**src/rtl/i2c_slv_pkg.sv**
```systemverilog
package i2c_slv_pkg;
  typedef enum logic [2:0] {
    ST_IDLE,
    ST_RX,
    ST_RX_ACK,
    ST_IGNORE,
    ST_TX_WAIT,
    ST_TX,
    ST_TX_ACK
  } slv_state_e;
endpackage

```
**src/rtl/i2c_slv_sync.sv**
```systemverilog
module i2c_slv_sync #(
  parameter int STAGES = 2
) (
  input  logic clk_i,
  input  logic rst_ni,
  input  logic scl_i,
  input  logic sda_i,
  output logic scl_o,
  output logic sda_o,
  output logic scl_rise_o,
  output logic scl_fall_o,
  output logic start_o,
  output logic stop_o
);
  logic [STAGES-1:0] scl_sh, sda_sh;
  logic scl_q, sda_q;

  always_ff @(posedge clk_i or negedge rst_ni) begin
    if (!rst_ni) begin
      scl_sh <= '1;
      sda_sh <= '1;
      scl_q  <= 1'b1;
      sda_q  <= 1'b1;
    end else begin
      scl_sh <= {scl_sh[STAGES-2:0], scl_i};
      sda_sh <= {sda_sh[STAGES-2:0], sda_i};
      scl_q  <= scl_sh[STAGES-1];
      sda_q  <= sda_sh[STAGES-1];
    end
  end

  assign scl_o      = scl_sh[STAGES-1];
  assign sda_o      = sda_sh[STAGES-1];
  assign scl_rise_o = scl_o & ~scl_q;
  assign scl_fall_o = ~scl_o & scl_q;
  // SDA edges while SCL is stable high
  assign start_o    = scl_o & scl_q & sda_q & ~sda_o;
  assign stop_o     = scl_o & scl_q & ~sda_q & sda_o;
endmodule

```
**src/rtl/i2c_slv_engine.sv**
```systemverilog
module i2c_slv_engine
  import i2c_slv_pkg::*;
#(
  parameter int ADDR_W = 7,
  parameter int DATA_W = 8
) (
  input  logic              clk_i,
  input  logic              rst_ni,
  input  logic [ADDR_W-1:0] own_addr_i,
  input  logic              scl_s_i,
  input  logic              sda_s_i,
  input  logic              scl_rise_i,
  input  logic              scl_fall_i,
  input  logic              start_i,
  input  logic              stop_i,
  input  logic              bf_i,
  input  logic              ovf_i,
  input  logic              wr_buf_i,
  input  logic [DATA_W-1:0] wr_data_i,
  input  logic              set_rel_i,
  output logic              sda_oe_o,
  output logic              scl_oe_o,
  output logic [DATA_W-1:0] rx_byte_o,
  output logic              rx_push_o,
  output logic              ovf_set_o,
  output logic              irq_set_o
);
  localparam int CNT_W = $clog2(DATA_W + 1);
  localparam logic [CNT_W-1:0] CNT_FULL = CNT_W'(DATA_W);
  localparam logic [CNT_W-1:0] CNT_TXL  = CNT_W'(DATA_W - 1);

  slv_state_e        st_q, st_d;
  logic [CNT_W-1:0]  cnt_q, cnt_d;
  logic [DATA_W-1:0] rx_q, rx_d, tx_q, tx_d;
  logic addr_q, addr_d, rw_q, rw_d, ack_q, ack_d, nack_q, nack_d, ld_q, ld_d;

  always_comb begin
    st_d      = st_q;
    cnt_d     = cnt_q;
    rx_d      = rx_q;
    tx_d      = tx_q;
    addr_d    = addr_q;
    rw_d      = rw_q;
    ack_d     = ack_q;
    nack_d    = nack_q;
    ld_d      = ld_q;
    rx_push_o = 1'b0;
    ovf_set_o = 1'b0;
    irq_set_o = 1'b0;
    if (start_i) begin
      st_d   = ST_RX;
      cnt_d  = '0;
      addr_d = 1'b1;
      ack_d  = 1'b0;
    end else if (stop_i) begin
      st_d  = ST_IDLE;
      ack_d = 1'b0;
    end else begin
      unique case (st_q)
        ST_RX: begin
          if (scl_rise_i && cnt_q < CNT_FULL) begin
            rx_d  = {rx_q[DATA_W-2:0], sda_s_i};
            cnt_d = cnt_q + 1'b1;
          end else if (scl_fall_i && cnt_q == CNT_FULL) begin
            if (addr_q) begin
              if (rx_q[DATA_W-1 -: ADDR_W] == own_addr_i) begin
                ack_d = 1'b1;
                rw_d  = rx_q[0];
                st_d  = ST_RX_ACK;
              end else begin
                st_d = ST_IGNORE;
              end
            end else begin
              // acceptance decided by buffer and overflow state
              ack_d     = ~bf_i & ~ovf_i;
              ovf_set_o = bf_i;
              rx_push_o = ~bf_i;
              st_d      = ST_RX_ACK;
            end
          end
        end
        ST_RX_ACK: begin
          if (scl_fall_i) begin
            irq_set_o = 1'b1;
            ack_d     = 1'b0;
            cnt_d     = '0;
            if (addr_q && rw_q) begin
              st_d = ST_TX_WAIT;
              ld_d = 1'b0;
            end else begin
              st_d = ST_RX;
            end
            addr_d = 1'b0;
          end
        end
        ST_TX_WAIT: begin
          if (set_rel_i && ld_q) begin
            st_d  = ST_TX;
            cnt_d = '0;
          end
        end
        ST_TX: begin
          if (scl_fall_i) begin
            tx_d  = {tx_q[DATA_W-2:0], 1'b0};
            cnt_d = cnt_q + 1'b1;
            if (cnt_q == CNT_TXL) st_d = ST_TX_ACK;
          end
        end
        ST_TX_ACK: begin
          if (scl_rise_i) nack_d = sda_s_i;
          if (scl_fall_i) begin
            irq_set_o = 1'b1;
            ld_d      = 1'b0;
            st_d      = nack_q ? ST_IDLE : ST_TX_WAIT;
          end
        end
        default: ;
      endcase
    end
    if (wr_buf_i) begin
      tx_d = wr_data_i;
      ld_d = 1'b1;
    end
  end

  always_ff @(posedge clk_i or negedge rst_ni) begin
    if (!rst_ni) begin
      st_q   <= ST_IDLE;
      cnt_q  <= '0;
      rx_q   <= '0;
      tx_q   <= '1;
      addr_q <= 1'b0;
      rw_q   <= 1'b0;
      ack_q  <= 1'b0;
      nack_q <= 1'b1;
      ld_q   <= 1'b0;
    end else begin
      st_q   <= st_d;
      cnt_q  <= cnt_d;
      rx_q   <= rx_d;
      tx_q   <= tx_d;
      addr_q <= addr_d;
      rw_q   <= rw_d;
      ack_q  <= ack_d;
      nack_q <= nack_d;
      ld_q   <= ld_d;
    end
  end

  assign rx_byte_o = rx_q;
  assign scl_oe_o  = (st_q == ST_TX_WAIT);
  assign sda_oe_o  = (st_q == ST_RX_ACK && ack_q) ||
                     (st_q == ST_TX && ~tx_q[DATA_W-1]) ||
                     (st_q == ST_TX_WAIT && ld_q && ~tx_q[DATA_W-1]);

  AST_SDA_WHILE_SCL_LOW: assert property (@(posedge clk_i) disable iff (!rst_ni)
    (sda_oe_o != $past(sda_oe_o)) |-> !scl_s_i);
  AST_HOLD_ON_LOW: assert property (@(posedge clk_i) disable iff (!rst_ni)
    $rose(scl_oe_o) |-> !scl_s_i);
  AST_NACK_WHEN_FULL: assert property (@(posedge clk_i) disable iff (!rst_ni)
    (st_q == ST_RX && scl_fall_i && cnt_q == CNT_FULL && !addr_q && bf_i && !start_i && !stop_i)
    |=> !sda_oe_o);
  AST_REL_NEEDS_LOAD: assert property (@(posedge clk_i) disable iff (!rst_ni)
    (st_q == ST_TX_WAIT && !ld_q && !wr_buf_i && !start_i && !stop_i) |=> scl_oe_o);
endmodule

```
**src/rtl/i2c_slave_stretch.sv**
```systemverilog
module i2c_slave_stretch #(
  parameter int ADDR_W      = 7,
  parameter int DATA_W      = 8,
  parameter int SYNC_STAGES = 2
) (
  input  logic              clk_i,
  input  logic              rst_ni,
  input  logic [ADDR_W-1:0] own_addr_i,
  input  logic              scl_i,
  input  logic              sda_i,
  output logic              scl_oe_o,
  output logic              sda_oe_o,
  input  logic              buf_rd_i,
  input  logic              buf_wr_i,
  input  logic [DATA_W-1:0] buf_wdata_i,
  output logic [DATA_W-1:0] buf_rdata_o,
  input  logic              irq_clr_i,
  input  logic              ovf_clr_i,
  input  logic              rel_set_i,
  output logic              buf_full_o,
  output logic              ovf_o,
  output logic              irq_o
);
  logic scl_s, sda_s, scl_rise, scl_fall, start, stop;
  logic [DATA_W-1:0] rx_byte, buf_q;
  logic rx_push, ovf_set, irq_set, bf_q, ovf_q, irq_q;

  i2c_slv_sync #(.STAGES(SYNC_STAGES)) u_sync (
    .clk_i, .rst_ni, .scl_i, .sda_i,
    .scl_o(scl_s), .sda_o(sda_s), .scl_rise_o(scl_rise), .scl_fall_o(scl_fall),
    .start_o(start), .stop_o(stop)
  );

  i2c_slv_engine #(.ADDR_W(ADDR_W), .DATA_W(DATA_W)) u_engine (
    .clk_i, .rst_ni, .own_addr_i,
    .scl_s_i(scl_s), .sda_s_i(sda_s), .scl_rise_i(scl_rise), .scl_fall_i(scl_fall),
    .start_i(start), .stop_i(stop), .bf_i(bf_q), .ovf_i(ovf_q),
    .wr_buf_i(buf_wr_i), .wr_data_i(buf_wdata_i), .set_rel_i(rel_set_i),
    .sda_oe_o, .scl_oe_o, .rx_byte_o(rx_byte), .rx_push_o(rx_push),
    .ovf_set_o(ovf_set), .irq_set_o(irq_set)
  );

  always_ff @(posedge clk_i or negedge rst_ni) begin
    if (!rst_ni) begin
      buf_q <= '0;
      bf_q  <= 1'b0;
      ovf_q <= 1'b0;
      irq_q <= 1'b0;
    end else begin
      if (rx_push)       buf_q <= rx_byte;
      else if (buf_wr_i) buf_q <= buf_wdata_i;
      if (rx_push)       bf_q <= 1'b1;
      else if (buf_rd_i) bf_q <= 1'b0;
      if (ovf_set)        ovf_q <= 1'b1;
      else if (ovf_clr_i) ovf_q <= 1'b0;
      if (irq_set)        irq_q <= 1'b1;
      else if (irq_clr_i) irq_q <= 1'b0;
    end
  end

  assign buf_rdata_o = buf_q;
  assign buf_full_o  = bf_q;
  assign ovf_o       = ovf_q;
  assign irq_o       = irq_q;

  AST_IRQ_STICKY: assert property (@(posedge clk_i) disable iff (!rst_ni)
    (irq_q && !irq_clr_i) |=> irq_q);
  AST_FULL_STICKY: assert property (@(posedge clk_i) disable iff (!rst_ni)
    (bf_q && !buf_rd_i) |=> bf_q);
  AST_OVF_STICKY: assert property (@(posedge clk_i) disable iff (!rst_ni)
    (ovf_q && !ovf_clr_i) |=> ovf_q);
  AST_NO_COPY_WHEN_FULL: assert property (@(posedge clk_i) disable iff (!rst_ni)
    (bf_q && !buf_wr_i) |=> (buf_q == $past(buf_q)));
endmodule

```
**config.mk**
```make
export PLATFORM = sky130hd
export DESIGN_NAME = i2c_slave_stretch
export DESIGN_NICKNAME = d
export VERILOG_FILES = /design/src/rtl/i2c_slv_pkg.sv /design/src/rtl/i2c_slv_sync.sv /design/src/rtl/i2c_slv_engine.sv /design/src/rtl/i2c_slave_stretch.sv
export SDC_FILE = /design/constraint.sdc
export NUM_CORES = 1
export LEC_CHECK = 0
export BUFFER_PORTS_ARGS = -buffer_cell sky130_fd_sc_hd__buf_2
export CELL_PAD_IN_SITES_DETAIL_PLACEMENT = 0
export CELL_PAD_IN_SITES_GLOBAL_PLACEMENT = 1
export CORE_AREA = 2 2 79 81
export CTS_CLUSTER_SIZE = 40
export DETAILED_ROUTE_END_ITERATION = 12
export DIE_AREA = 0 0 81 83
export GPL_TIMING_DRIVEN = 0
export MAX_ROUTING_LAYER = met4
export PLACE_DENSITY_LB_ADDON = 0.1
export SLEW_MARGIN = 25
export SYNTH_ARGS = -nofsm -noshare
export SYNTH_HDL_FRONTEND = slang
export SYNTH_SLANG_ARGS = --single-unit
```
**constraint.sdc**
```tcl
create_clock -name clk_i -period 2.33 [get_ports clk_i]
set_input_delay 0.3495 -clock clk_i [delete_from_list [all_inputs] [get_ports clk_i]]
set_output_delay 0.3495 -clock clk_i [all_outputs]
set_load 0.1 [all_outputs]
```
## Yosys cells after proc, flatten, opt, wreduce, memory -nomap -nowiden

Cells that the tools add are included.

- Order comparisons: 1
- Shift-type cells: 0
- Eq/ne operators: 26
- $add $sub $neg: 1
- $mul: 0
- Mux-type cells: 67
- Bitwise gates (word level): 18
- Div/mod/pow operators: 0
- Reductions and logical operators: 32

Operators with widths:

| kind | count |
|---|---|
| 2-to-1 mux 8 bit | 7 |
| 2-to-1 mux 1 bit | 39 |
| 2-to-1 mux 3 bit | 11 |
| 2-to-1 mux 4 bit | 6 |
| != test 4 x 3 -> 1 bit (second input constant) | 5 |
| != test 3 x 2 -> 1 bit (second input constant) | 6 |
| case mux 4 bit (4 select lines) | 1 |
| nonzero test 2 bit | 8 |
| case mux 3 bit (5 select lines) | 1 |
| AND reduction 4 bit | 3 |
| AND reduction 6 bit | 2 |
| NOT 1 bit | 10 |
| equality test 3 bit (second input constant) | 3 |
| bitwise AND 1 bit | 8 |
| logical AND 1 bit | 8 |
| AND reduction 8 bit | 1 |
| equality test 7 bit | 1 |
| AND reduction 7 bit | 1 |
| nonzero test 7 bit | 1 |
| != test 2 bit (second input constant) | 3 |
| != test 5 bit (second input constant) | 1 |
| AND reduction 5 bit | 1 |
| nonzero test 5 bit | 1 |
| adder 4 x 1 -> 4 bit (second input constant) | 1 |
| 14 further kinds | 16 |

- Memory bits (read-only): 0
- Register bits: 45
- Input bits: 24
- Bits in writable memories: 0
- Memories: 0
- Latch bits: 0

## Depth between registers and ports, before layout

Gate-level depths: netlist (run 1).

- Word-level depth: 9
- Mapped depth: 10
- Depth with buffers taken out: 8

## Hierarchy

From an unflattened synthesis (run 1), not the netlist that was laid out.

- Cell total of the unflattened synthesis: 215
- Area total of the unflattened synthesis: 2333.5 um^2

Modules (own cells, without submodules):

| module | cells an instance | area each (um^2) | times used | seq. area each (um^2) |
|---|---|---|---|---|
| i2c_slv_engine | 162 | 1660.3 | 1 | 711.9 |
| i2c_slave_stretch | 43 | 483.0 | 1 | 275.3 |
| i2c_slv_sync | 10 | 190.2 | 1 | 157.7 |

## Least setup slack after synthesis (run 1)

OpenSTA, ideal clock, no wires.

- Path type: register to output
- Start: reg u_engine.st_q[1]
- End: out sda_oe_o
- Required time: 1980 ps
- Setup slack: -1171 ps
- Buffers on the path: 0
- Cell stages (with the launch flop): 7
- Data arrival time: 3151 ps
- Cell sequence: dfrtp_1 inv_1 ha_1 nand2_1 inv_1 a21boi_0 o22ai_1

- Cells in the longest elaborated chain, start to end: 4
- Elaborated cells between the ends (all ways): 9
- Those cells by class: 3 x eq/ne; 6 x reduce/logical

Ends and longest elaborated chain:

| element | RTL line | text |
|---|---|---|
| start: declaration | i2c_slv_engine.sv:32 | `slv_state_e st_q, st_d;` |
| start signal: assignment | i2c_slv_engine.sv:138 | `st_q <= st_d;` |
| equality test 3 bit | n/a |  |
| net scl_oe_o | i2c_slave_stretch.sv:11 | `output logic scl_oe_o,` |
| logical AND 1 bit (2 in series) | i2c_slv_engine.sv:154 | `(st_q == ST_TX_WAIT && ld_q && ~tx_q[DATA_W-1]);` |
| logical OR 1 bit | i2c_slv_engine.sv:153 | `(st_q == ST_TX && ~tx_q[DATA_W-1]) \|\|` |
| end: declaration | i2c_slave_stretch.sv:12 | `output logic sda_oe_o,` |

The timed path passes the listed nets, and every way through them passes these cells.

## Worst setup path after layout (run 1)

- Start: reg u_engine.st_q[1]
- End: out sda_oe_o

- Cells in the longest elaborated chain, start to end: 4
- Elaborated cells between the ends (all ways): 9
- Those cells by class: 3 x eq/ne; 6 x reduce/logical

Ends and longest elaborated chain:

| element | RTL line | text |
|---|---|---|
| equality test 3 x 2 -> 1 bit, or another cell as far along | i2c_slv_engine.sv:152 | `assign sda_oe_o = (st_q == ST_RX_ACK && ack_q) \|\|` |
| logical AND 1 bit, on equally long branches | i2c_slv_engine.sv:152, i2c_slv_engine.sv:153, i2c_slv_engine.sv:154 |  |
| logical OR 1 bit / logical AND 1 bit (equally long branches) | i2c_slv_engine.sv:152, i2c_slv_engine.sv:154 |  |
| logical OR 1 bit * | i2c_slv_engine.sv:153 |  |

Mark *: on every way between the ends. The rest lies on a longest branch, timed or not.

==> results.toml, run 1 <==
[timing]
fmax_mhz = 456
timing.final.crit_share_pct = 94.1
hold_ws_ns = 0.0284
fin_tns_setup_ns = 0
tightest_slew_ns = 0.564
timing.slew.headroom_pct = 62.4
finalSetupViolCount = 0
fin_crit_ns = 2.19
drv_slew = 0
hold_violations = 0
skew_ns = 0.0154

[clock_tree]
clk_pin_slew_worst_paths_ns = 0.09
insertion_delay_ns = 0.30
cts-htree-levels = 2
clk_path_buf_depth = 2
cts_tree = "yes"
cts-root-buf = "clkbuf_8"
cts_sinks = 45
cts_buffers = 5
cts_hold_buf = 0

[power]
ir_worst_vdd_mv = 0.455
power_density_mw_per_mm2 = 955
total_power_uw = 2800
p_leak_uw = 0.00137

[global_routing]
grt_pass1_vias = 2030
grt_pass1_wl_mm = 10.0
grt_max_degree = 46
track_usage_pct = 19.7
antenna_found_initial = 0
gr-total-overflow = 0

[placement]
io_buffers = 36
place_hpwl_mm = 4.43
place_inst = 376
gp_congestion = 0.875

[drt]
drt_iter0_drc = 193
dr_total_vias = 2130
route.detailed.drc = 0
ant_nets = 0
viasPerCell = 5.52
first_pass_iters = 4
drt-wirelength-per-cell_um = 15.4
wl_mm = 5.95

[layout]
fillers = 601
final_cells = 386
nets = 340
drive_gt1_share_pct = 25.7
diodes = 0
area_delta_synth_final_pct = 19.4

[synthesis]
synthCells = 265
synth_edf_count = 0
async_reset_ff_share_pct = 100
synthesis.nets = 295
yosysWarnings = 0
synth_seq_area_share_pct = 46.7
avgSynthCellArea_um2 = 9.25
synth.distinct_cells = 50
synth_seq_cells = 45
synth_ff_type = "dfrtp_1"
synth.cell_area_mm2 = 0.00245

[die]
die_w_um = 81
ios = 37
fp-row-count = 28
core_mm2 = 0.00582
start_util_pct = 42.1
dieArea_mm2 = 0.00672
die_y_um = 83

[critical_path]
crit_required_ns = 1.98
cpMaxStageDelayCell = "dfrtp_2"
cp_max_fo = 10
startpoint_type = "flop"
worst-setup-path-type = "flop to output pin"
crit_arrival_ns = 1.84
timing.rr.end = "u_engine.ack_q$_DFFE_PN0P_"
r2r_setup_slack_ns = 0.15
cpPeakStageDelay_ns = 0.45
critPathLaunch = "u_engine.st_q[1]$_DFFE_PN0P_"
cp_cell_sequence = "inv_1 > ha_1 > buf_4 > nand2_1 > a21boi_2 > o22ai_4 > buf_8"
cp-endpoint = "sda_oe_o"
endpoint_kind = "output pin"
crit-reg2reg-launch = "u_sync.scl_sh[1]$_DFF_PN1_"
r2r_cells = 7

[flow_run]
maxCapViolCount = 0

[worst_hold_path]
hold_class = "input port to asynchronous set/reset pin"

[run_status]
outcome = "complete, no violations"
layout by cell type (no fill, tap or decap), types with 2 or more instances in the layout:
cell / instances
clkbuf_8: 5
dfrtp_1: 29
or4_1: 2
a211oi_1: 4
or4b_1: 2
nor4_1: 2
nand3_1: 5
nand2b_1: 12
nor2_1: 16
o211ai_1: 5
inv_1: 12
mux2i_1: 10
and2_1: 3
o21ai_0: 20
ha_1: 5
a21oi_1: 8
nand2_1: 46
xor2_1: 7
a31oi_1: 8
buf_4: 8
nand4b_1: 4
clkbuf_1: 6
dfstp_2: 15
nor2b_1: 4
nor3_1: 2
buf_2: 35
worst min-delay path by stage:
stage | endpoint | slack [ns] | cells past startpoint
2_1_floorplan | buf_full_o$_DFFE_PN0P_ | 0.05 | 0
3_3_place_gp | u_sync.sda_sh[1]$_DFF_PN1_ | 0.35 | 0
3_5_place_dp | u_sync.scl_sh[1]$_DFF_PN1_ | 0.35 | 0
4_1_cts | u_sync.sda_sh[0]$_DFF_PN1_ | 0.13 | 1
5_1_grt | u_engine.cnt_q[1]$_DFFE_PN0P_ | 0.09 | 1
6_report | u_engine.cnt_q[1]$_DFFE_PN0P_ | 0.03 | 1
stage by stage:
| step | setup slack, ns | instance area (um2) | util (%) |
|---|---|---|---|
| after floorplan | 0.0168 | 2470 | - |
| after global placement | -0.119 | 2750 | 47.3 |
| after detailed placement | -0.101 | 2750 | 47.3 |
| after CTS | 0.0169 | 2880 | 49.5 |
| after global routing | -0.00352 | 2930 | 50.3 |
| final | 0.138 | 2930 | 50.3 |
logic make-up (layout without fill, tap and decap cells):
logic type / Yosys count / in the layout / share of synthesized area, %
and+or+nand+nor: 106 / 106 / 21.6
AOI/OAI and AO/OA: 63 / 63 / 16.7
DFF: 45 / 45 / 46.7
buffers and inverters: 25 / 71 / 4.13
muxes: 11 / 11 / 4.54
xor gates and xnor gates: 8 / 8 / 2.86
adders and majority gates: 7 / 7 / 3.47
synthesized netlist by cell type, drive strengths merged, types with 2 or more instances:
master / n / share of area, %
xor2: 7 / 2.5
or4b: 2 / 0.82
or3: 2 / 0.51
clkbuf: 8 / 1.2
ha: 6 / 3.1
a211oi: 4 / 1.2
mux2i: 10 / 4.1
nand2: 47 / 7.2
inv: 13 / 2.0
a31oi: 8 / 2.0
dfrtp: 30 / 31
nor2: 16 / 2.5
o211ai: 5 / 1.5
dfstp: 15 / 16
and2: 3 / 0.77
nor2b: 4 / 1.0
a21oi: 9 / 2.0
or4: 2 / 0.61
nand4b: 4 / 1.4
a21boi: 3 / 0.92
o21ai: 20 / 4.1
nor4: 2 / 0.51
nand2b: 12 / 3.1
nand3: 6 / 1.2
nor3: 3 / 0.82
buf: 4 / 0.92
cell type report:
class	instances	area, um2	area share [%]
Multi-Input combinational cell	195	1250	42.7
Clock buffer	5	68.8	2.35
Buffer	10	50.0	1.71
Timing Repair Buffer	40	223	7.61
Inverter	13	52.6	1.79
Clock inverter	3	43.8	1.50
Sequential cell	45	1150	39.1
Tap cell	75	93.8	3.21
per-layer routing:
layer,part of all wire [%],GRT usage [%]
met3,4.6,3.91
met5,0,-
met4,2.2,6.93
met1,44,25.1
met2,49,31.0
critical path, delay by kind of cell (launching register included):
family / cells / cell delay, ns
simple gates: 1 / 0.11
compound gates: 2 / 0.35
flops: 1 / 0.45
fa+ha+maj: 1 / 0.15
buf+inv: 3 / 0.50
where the power goes:
| group | leakage (uW) | internal, uW | switching (uW) |
|---|---|---|---|
| clock network | 0.0000585 | 322 | 281 |
| registers | 0.000541 | 933 | 148 |
| logic | 0.000766 | 406 | 705 |
sequential cells by signal, summed over array words and instances (netlist names), 2 cells and up:
signal and cells:
u_engine.rx_byte_o 8, u_engine.cnt_q 4, u_engine.st_q 3, u_sync.scl_sh 2, buf_rdata_o 8, u_sync.sda_sh 2
u_engine.tx_q 8
what timing repair did:
item	4_1_cts	5_1_grt
endpoints found under the setup margin	8	11
buffers inserted	1	3
resized for setup	6	6
pin swaps	1	0
No activity file was read; power rests on OpenSTA's default activity.
==> inputs of run 2 (changes only) <==
--- a/config.mk
+++ b/config.mk
@@ -13,7 +13,6 @@
 export DETAILED_ROUTE_END_ITERATION = 12
 export DIE_AREA = 0 0 81 83
 export GPL_TIMING_DRIVEN = 0
-export MAX_ROUTING_LAYER = met4
 export PLACE_DENSITY_LB_ADDON = 0.1
 export SLEW_MARGIN = 25
 export SYNTH_ARGS = -nofsm -noshare
==> constraint.sdc (replaced) <==
create_clock -name clk_i -period 2.33 [get_ports clk_i]
set_input_delay 0.233 -clock clk_i [delete_from_list [all_inputs] [get_ports clk_i]]
set_output_delay 0.233 -clock clk_i [all_outputs]
set_load 0.1 [all_outputs]
==> run 2 against run 1 <==
  * Routed wire length is 0.44% lower
  * Flip-flop and latch count stayed put
  * Non-clock buffer count stayed put
  * Worst hold slack worse by 0.0027 ns
  * Sequential share of layout area is 0.17 points higher
  * Power is 1.2% lower
  * Clock-buffer cell count is 1 higher
  * Critical path type unchanged
  * Largest cell class unchanged
==> results.toml, run 2 (synthesis gave the netlist of run 1 again) <==
[clock_tree]
cts-htree-levels = 2
cts_tree = "yes"
insertion_delay_ns = 0.30
clk_pin_slew_worst_paths_ns = 0.09
cts_sinks = 45
cts-root-buf = "clkbuf_8"
cts_buffers = 5
clk_path_buf_depth = 2

[global_routing]
grt_pass1_vias = 2034
gr-max-usage-layer = "met2"
grt_max_degree = 46
grt_use_met2_pct = 30.7
grt_use_met1_pct = 25.7
grt_use_met3_pct = 3.59
track_usage_pct = 19.0
antenna_found_initial = 0
grt_pass1_wl_mm = 9.92
gr-total-overflow = 0

[timing]
timing.slew.headroom_pct = 50.3
hold_violations = 0
skew_ns = 0.00667
finalSetupViolCount = 0
fin_tns_setup_ns = 0
drv_slew = 0
fmax_mhz = 460
fin_crit_ns = 2.17
tightest_slew_ns = 0.741
timing.final.crit_share_pct = 93.3

[critical_path]
cpMaxStageDelayCell = "dfrtp_2"
critPathLaunch = "u_engine.st_q[1]$_DFFE_PN0P_"
crit_arrival_ns = 1.94
cpPeakStageDelay_ns = 0.43
crit-reg2reg-launch = "u_sync.scl_sh[1]$_DFF_PN1_"
cp_max_fo = 7
r2r_setup_slack_ns = 0.16
endpoint_kind = "output pin"
cp_cell_sequence = "inv_1 > ha_1 > nand2_1 > clkinvlp_4 > a21boi_2 > o22ai_4 > buf_4"
crit_required_ns = 2.10
worst-setup-path-type = "flop to output pin"
startpoint_type = "flop"

[die]
core_mm2 = 0.00582
start_util_pct = 42.1
dieArea_mm2 = 0.00672
die_w_um = 81
fp-row-count = 28
ios = 37
die_y_um = 83

[drt]
first_pass_iters = 4
ant_nets = 0
route.detailed.drc = 0
viasPerCell = 5.38
drt-wirelength-per-cell_um = 15.3
drt_iter0_drc = 134
dr_total_vias = 2078
wl_mm = 5.92

[layout]
final_common_cell = "nand2_1"
seqCellArea_mm2 = 0.00115
drive_gt1_share_pct = 25.1
layout_common_cells = "nand2_1, buf_2, dfrtp_1, o21ai_0, nor2_1"
fin_util_pct = 50.1
diodes = 0
fillers = 598
multi_input_area_mm2 = 0.00124
area_delta_synth_final_pct = 18.9
nets = 340

[power]
power_density_mw_per_mm2 = 948
total_power_uw = 2760
p_leak_uw = 0.00136
ir_worst_vdd_mv = 0.393

[worst_hold_path]
worstHoldStart = "scl_i"
hold_class = "input port to flop"

[run_status]
outcome = "complete, no violations"

[flow_run]
maxCapViolCount = 0

[placement]
gp_congestion = 0.854
io_buffers = 36
place_hpwl_mm = 4.41
[run 2: area by class of cell]
cell class | count | area share (%)
multi-input cells | 195 | 42.7
flip-flops and latches | 45 | 39.3
repair buffers | 40 | 7.47
well taps | 75 | 3.22
clock buffers | 6 | 2.49
inverters | 13 | 1.80
plain buffers | 10 | 1.72
clock inverters | 2 | 1.33
[run 2: what timing repair did]
action,in CTS,in global routing
gates resized for setup,6,4
buffers inserted,1,2
pin swaps,1,0
hold endpoints to repair,0,30
setup endpoints to repair,10,12
hold buffers,0,1
[run 2: final timing paths]
path	to	cells past startpoint
min reg2reg	u_sync.scl_sh[1]$_DFF_PN1_	0
max	sda_oe_o	7
max reg2reg	u_engine.cnt_q[2]$_DFFE_PN0P_	6
min in group asynchronous	u_engine.cnt_q[2]$_DFFE_PN0P_	2
min	u_sync.scl_sh[0]$_DFF_PN1_	1
max in group asynchronous	u_engine.st_q[1]$_DFFE_PN0P_	2
[run 2: power by group]
group | total, uW | switching, uW | internal, uW
logic | 1090 | 691 | 398
clock network | 595 | 273 | 322
registers | 1080 | 145 | 933
total | 2760 | 1110 | 1650
[run 2: critical path, delay by kind of cell, from the launching register on]
kind	cells	cell delay, ns
AOI/OAI and AO/OA	2	0.31
and+or+nand+nor	1	0.19
adders and majority gates	1	0.20
buffers and inverters	3	0.51
DFF	1	0.43
[run 2: routing by layer]
layer / vias up / part of all wire [%]
met3: 6 / 4.9
met2: 59 / 49
met4: 0 / 1.3
met5: - / 0
li1: 1022 / -
met1: 991 / 45
[run 2: stage by stage]
stage	hold WS, ns	cells	setup slack [ns]	area [um2]
floorplan	-0.0626	265	0.0267	2470
global placement	0.339	376	-0.128	2750
detailed placement	0.343	376	-0.129	2750
CTS	0.00966	384	0.0139	2880
global route	0.00679	386	-0.0145	2920
finish	0.0257	386	0.157	2920
==> inputs of run 3 (changes only) <==
--- a/config.mk
+++ b/config.mk
@@ -8,10 +8,10 @@
 export BUFFER_PORTS_ARGS = -buffer_cell sky130_fd_sc_hd__buf_2
 export CELL_PAD_IN_SITES_DETAIL_PLACEMENT = 0
 export CELL_PAD_IN_SITES_GLOBAL_PLACEMENT = 1
-export CORE_AREA = 2 2 79 81
+export CORE_AREA = 2 2 76 78
 export CTS_CLUSTER_SIZE = 40
 export DETAILED_ROUTE_END_ITERATION = 12
-export DIE_AREA = 0 0 81 83
+export DIE_AREA = 0 0 78 80
 export GPL_TIMING_DRIVEN = 0
 export PLACE_DENSITY_LB_ADDON = 0.1
 export SLEW_MARGIN = 25
==> constraint.sdc (replaced) <==
create_clock -name clk_i -period 2.7 [get_ports clk_i]
set_input_delay 0.27 -clock clk_i [delete_from_list [all_inputs] [get_ports clk_i]]
set_output_delay 0.27 -clock clk_i [all_outputs]
set_load 0.1 [all_outputs]
==> run 3 against run 2 <==
  * Largest power group is now registers
  * Power decreased by 18%
  * Critical path depth shrank 1
  * Clock skew up 0.0048 ns
  * Final cell count is 1.0% lower
  * Largest cell class unchanged
==> results.toml, run 3 (synthesis gave the netlist of run 1 again) <==
[timing]
drv_slew = 0
fin_crit_ns = 2.48
fin_tns_setup_ns = 0
tightest_slew_ns = 0.770
rsz0062_at_grt = "no"
skew_ns = 0.0115
timing.slew.headroom_pct = 47.3
fmax_mhz = 403
timing.final.crit_share_pct = 91.9
hold_violations = 0
finalSetupViolCount = 0

[critical_path]
worst-setup-path-type = "flop to output pin"
crit_arrival_ns = 2.21
endpoint_kind = "output pin"
cp_max_fo = 9
startpoint_type = "flop"
crit_required_ns = 2.43

[run_status]
outcome = "complete, no violations"

[drt]
dr_total_vias = 2081
wl_mm = 5.98
first_pass_iters = 4
viasPerCell = 5.45
drt-wirelength-per-cell_um = 15.6
ant_nets = 0
route.detailed.drc = 0
drt_iter0_drc = 73

[layout]
area_delta_synth_final_pct = 15.7
final_common_cell = "nand2_1"
nets = 339
diodes = 0
drive_gt1_share_pct = 21.6
stdcell_area_mm2 = 0.00284
layout_common_cells = "nand2_1, buf_2, dfrtp_1, o21ai_0"
fin_util_pct = 52.5

[clock_tree]
insertion_delay_ns = 0.30
cts_tree = "yes"
cts_buffers = 5
clk_pin_slew_worst_paths_ns = 0.09
cts_sinks = 45
clk_path_buf_depth = 2
cts-htree-levels = 2
cts-root-buf = "clkbuf_8"

[global_routing]
grt_pass1_vias = 2043
gr-total-overflow = 0
grt_pass1_wl_mm = 10.1
track_usage_pct = 20.8
grt_max_degree = 46
antenna_found_initial = 0

[placement]
dpl-instance-area_mm2 = 0.00274
io_buffers = 36
gp_congestion = 0.832
place_hpwl_mm = 4.44

[power]
p_leak_uw = 0.00134
ir_worst_vdd_mv = 0.302
power_density_mw_per_mm2 = 797

[die]
dieArea_mm2 = 0.00624
core_mm2 = 0.00541
start_util_pct = 45.3
ios = 37
fp-row-count = 27
die_y_um = 80
die_w_um = 78

[flow_run]
maxCapViolCount = 0

[worst_hold_path]
hold_class = "input port to flop"
## run 3: critical path, stage by stage (launching register included)
cell	delay [ns]
dfrtp_1	0.42
inv_1	0.11
ha_1	0.15
clkbuf_1	0.36
nand2b_1	0.30
o22ai_4	0.22
clkbuf_4	0.35
## run 3: worst paths after layout
check                           cells after the start                    startpoint                            end  slack, ns
worst max-delay path                                6  u_engine.st_q[0]$_DFFE_PN0P_                       sda_oe_o       0.22
worst min-delay path                                1                         sda_i     u_sync.sda_sh[0]$_DFF_PN1_       0.06
min in group asynchronous                           2                        rst_ni  u_engine.cnt_q[1]$_DFFE_PN0P_       0.50
worst max register to register                     10  u_engine.st_q[1]$_DFFE_PN0P_     buf_rdata_o[7]$_DFFE_PN0P_       0.23
max in group asynchronous                           2                        rst_ni              ovf_o$_DFFE_PN0P_       1.80
worst min register to register                      0    u_sync.sda_sh[0]$_DFF_PN1_     u_sync.sda_sh[1]$_DFF_PN1_       0.36
## run 3: area by class of cell
class,count,area [um2]
multi-input cells,195,1220
clock buffers,7,76.3
inverters,13,48.8
clock inverters,1,7.51
fillers,547,2570
repair buffers,37,195
plain buffers,12,52.6
well taps,72,90.1
flip-flops and latches,45,1140
## run 3: power breakdown
part / leakage (uW) / switching, uW / internal, uW / total, uW
clock network: 0.0000385 / 231 / 184 / 414
logic: 0.000757 / 596 / 321 / 917
registers: 0.000542 / 125 / 804 / 929
## run 3: through the flow
step / setup slack (ns) / power [uW] / hold slack (ns) / std cells
floorplan: 0.0823 / 1620 / -0.0256 / 265
global placement: 0.212 / 1840 / 0.347 / 373
finish: 0.220 / 2260 / 0.0617 / 382
detailed placement: 0.195 / 1850 / 0.350 / 373
CTS: 0.119 / 2270 / 0.0498 / 381
global route: 0.0286 / 2420 / 0.0486 / 382
## run 3: timing repair
action                                  in CTS  in global routing
endpoints found under the setup margin       0                  2
hold endpoints to repair                     0                  2
gates resized for setup                      0                  2
buffers inserted                             0                  0
hold buffers                                 0                  1
## run 3: metal layers
metal	track usage, %	share of wire [%]
met5	0	0
met4	7.19	1.9
met3	3.62	3.5
met2	35.0	47
met1	27.2	47
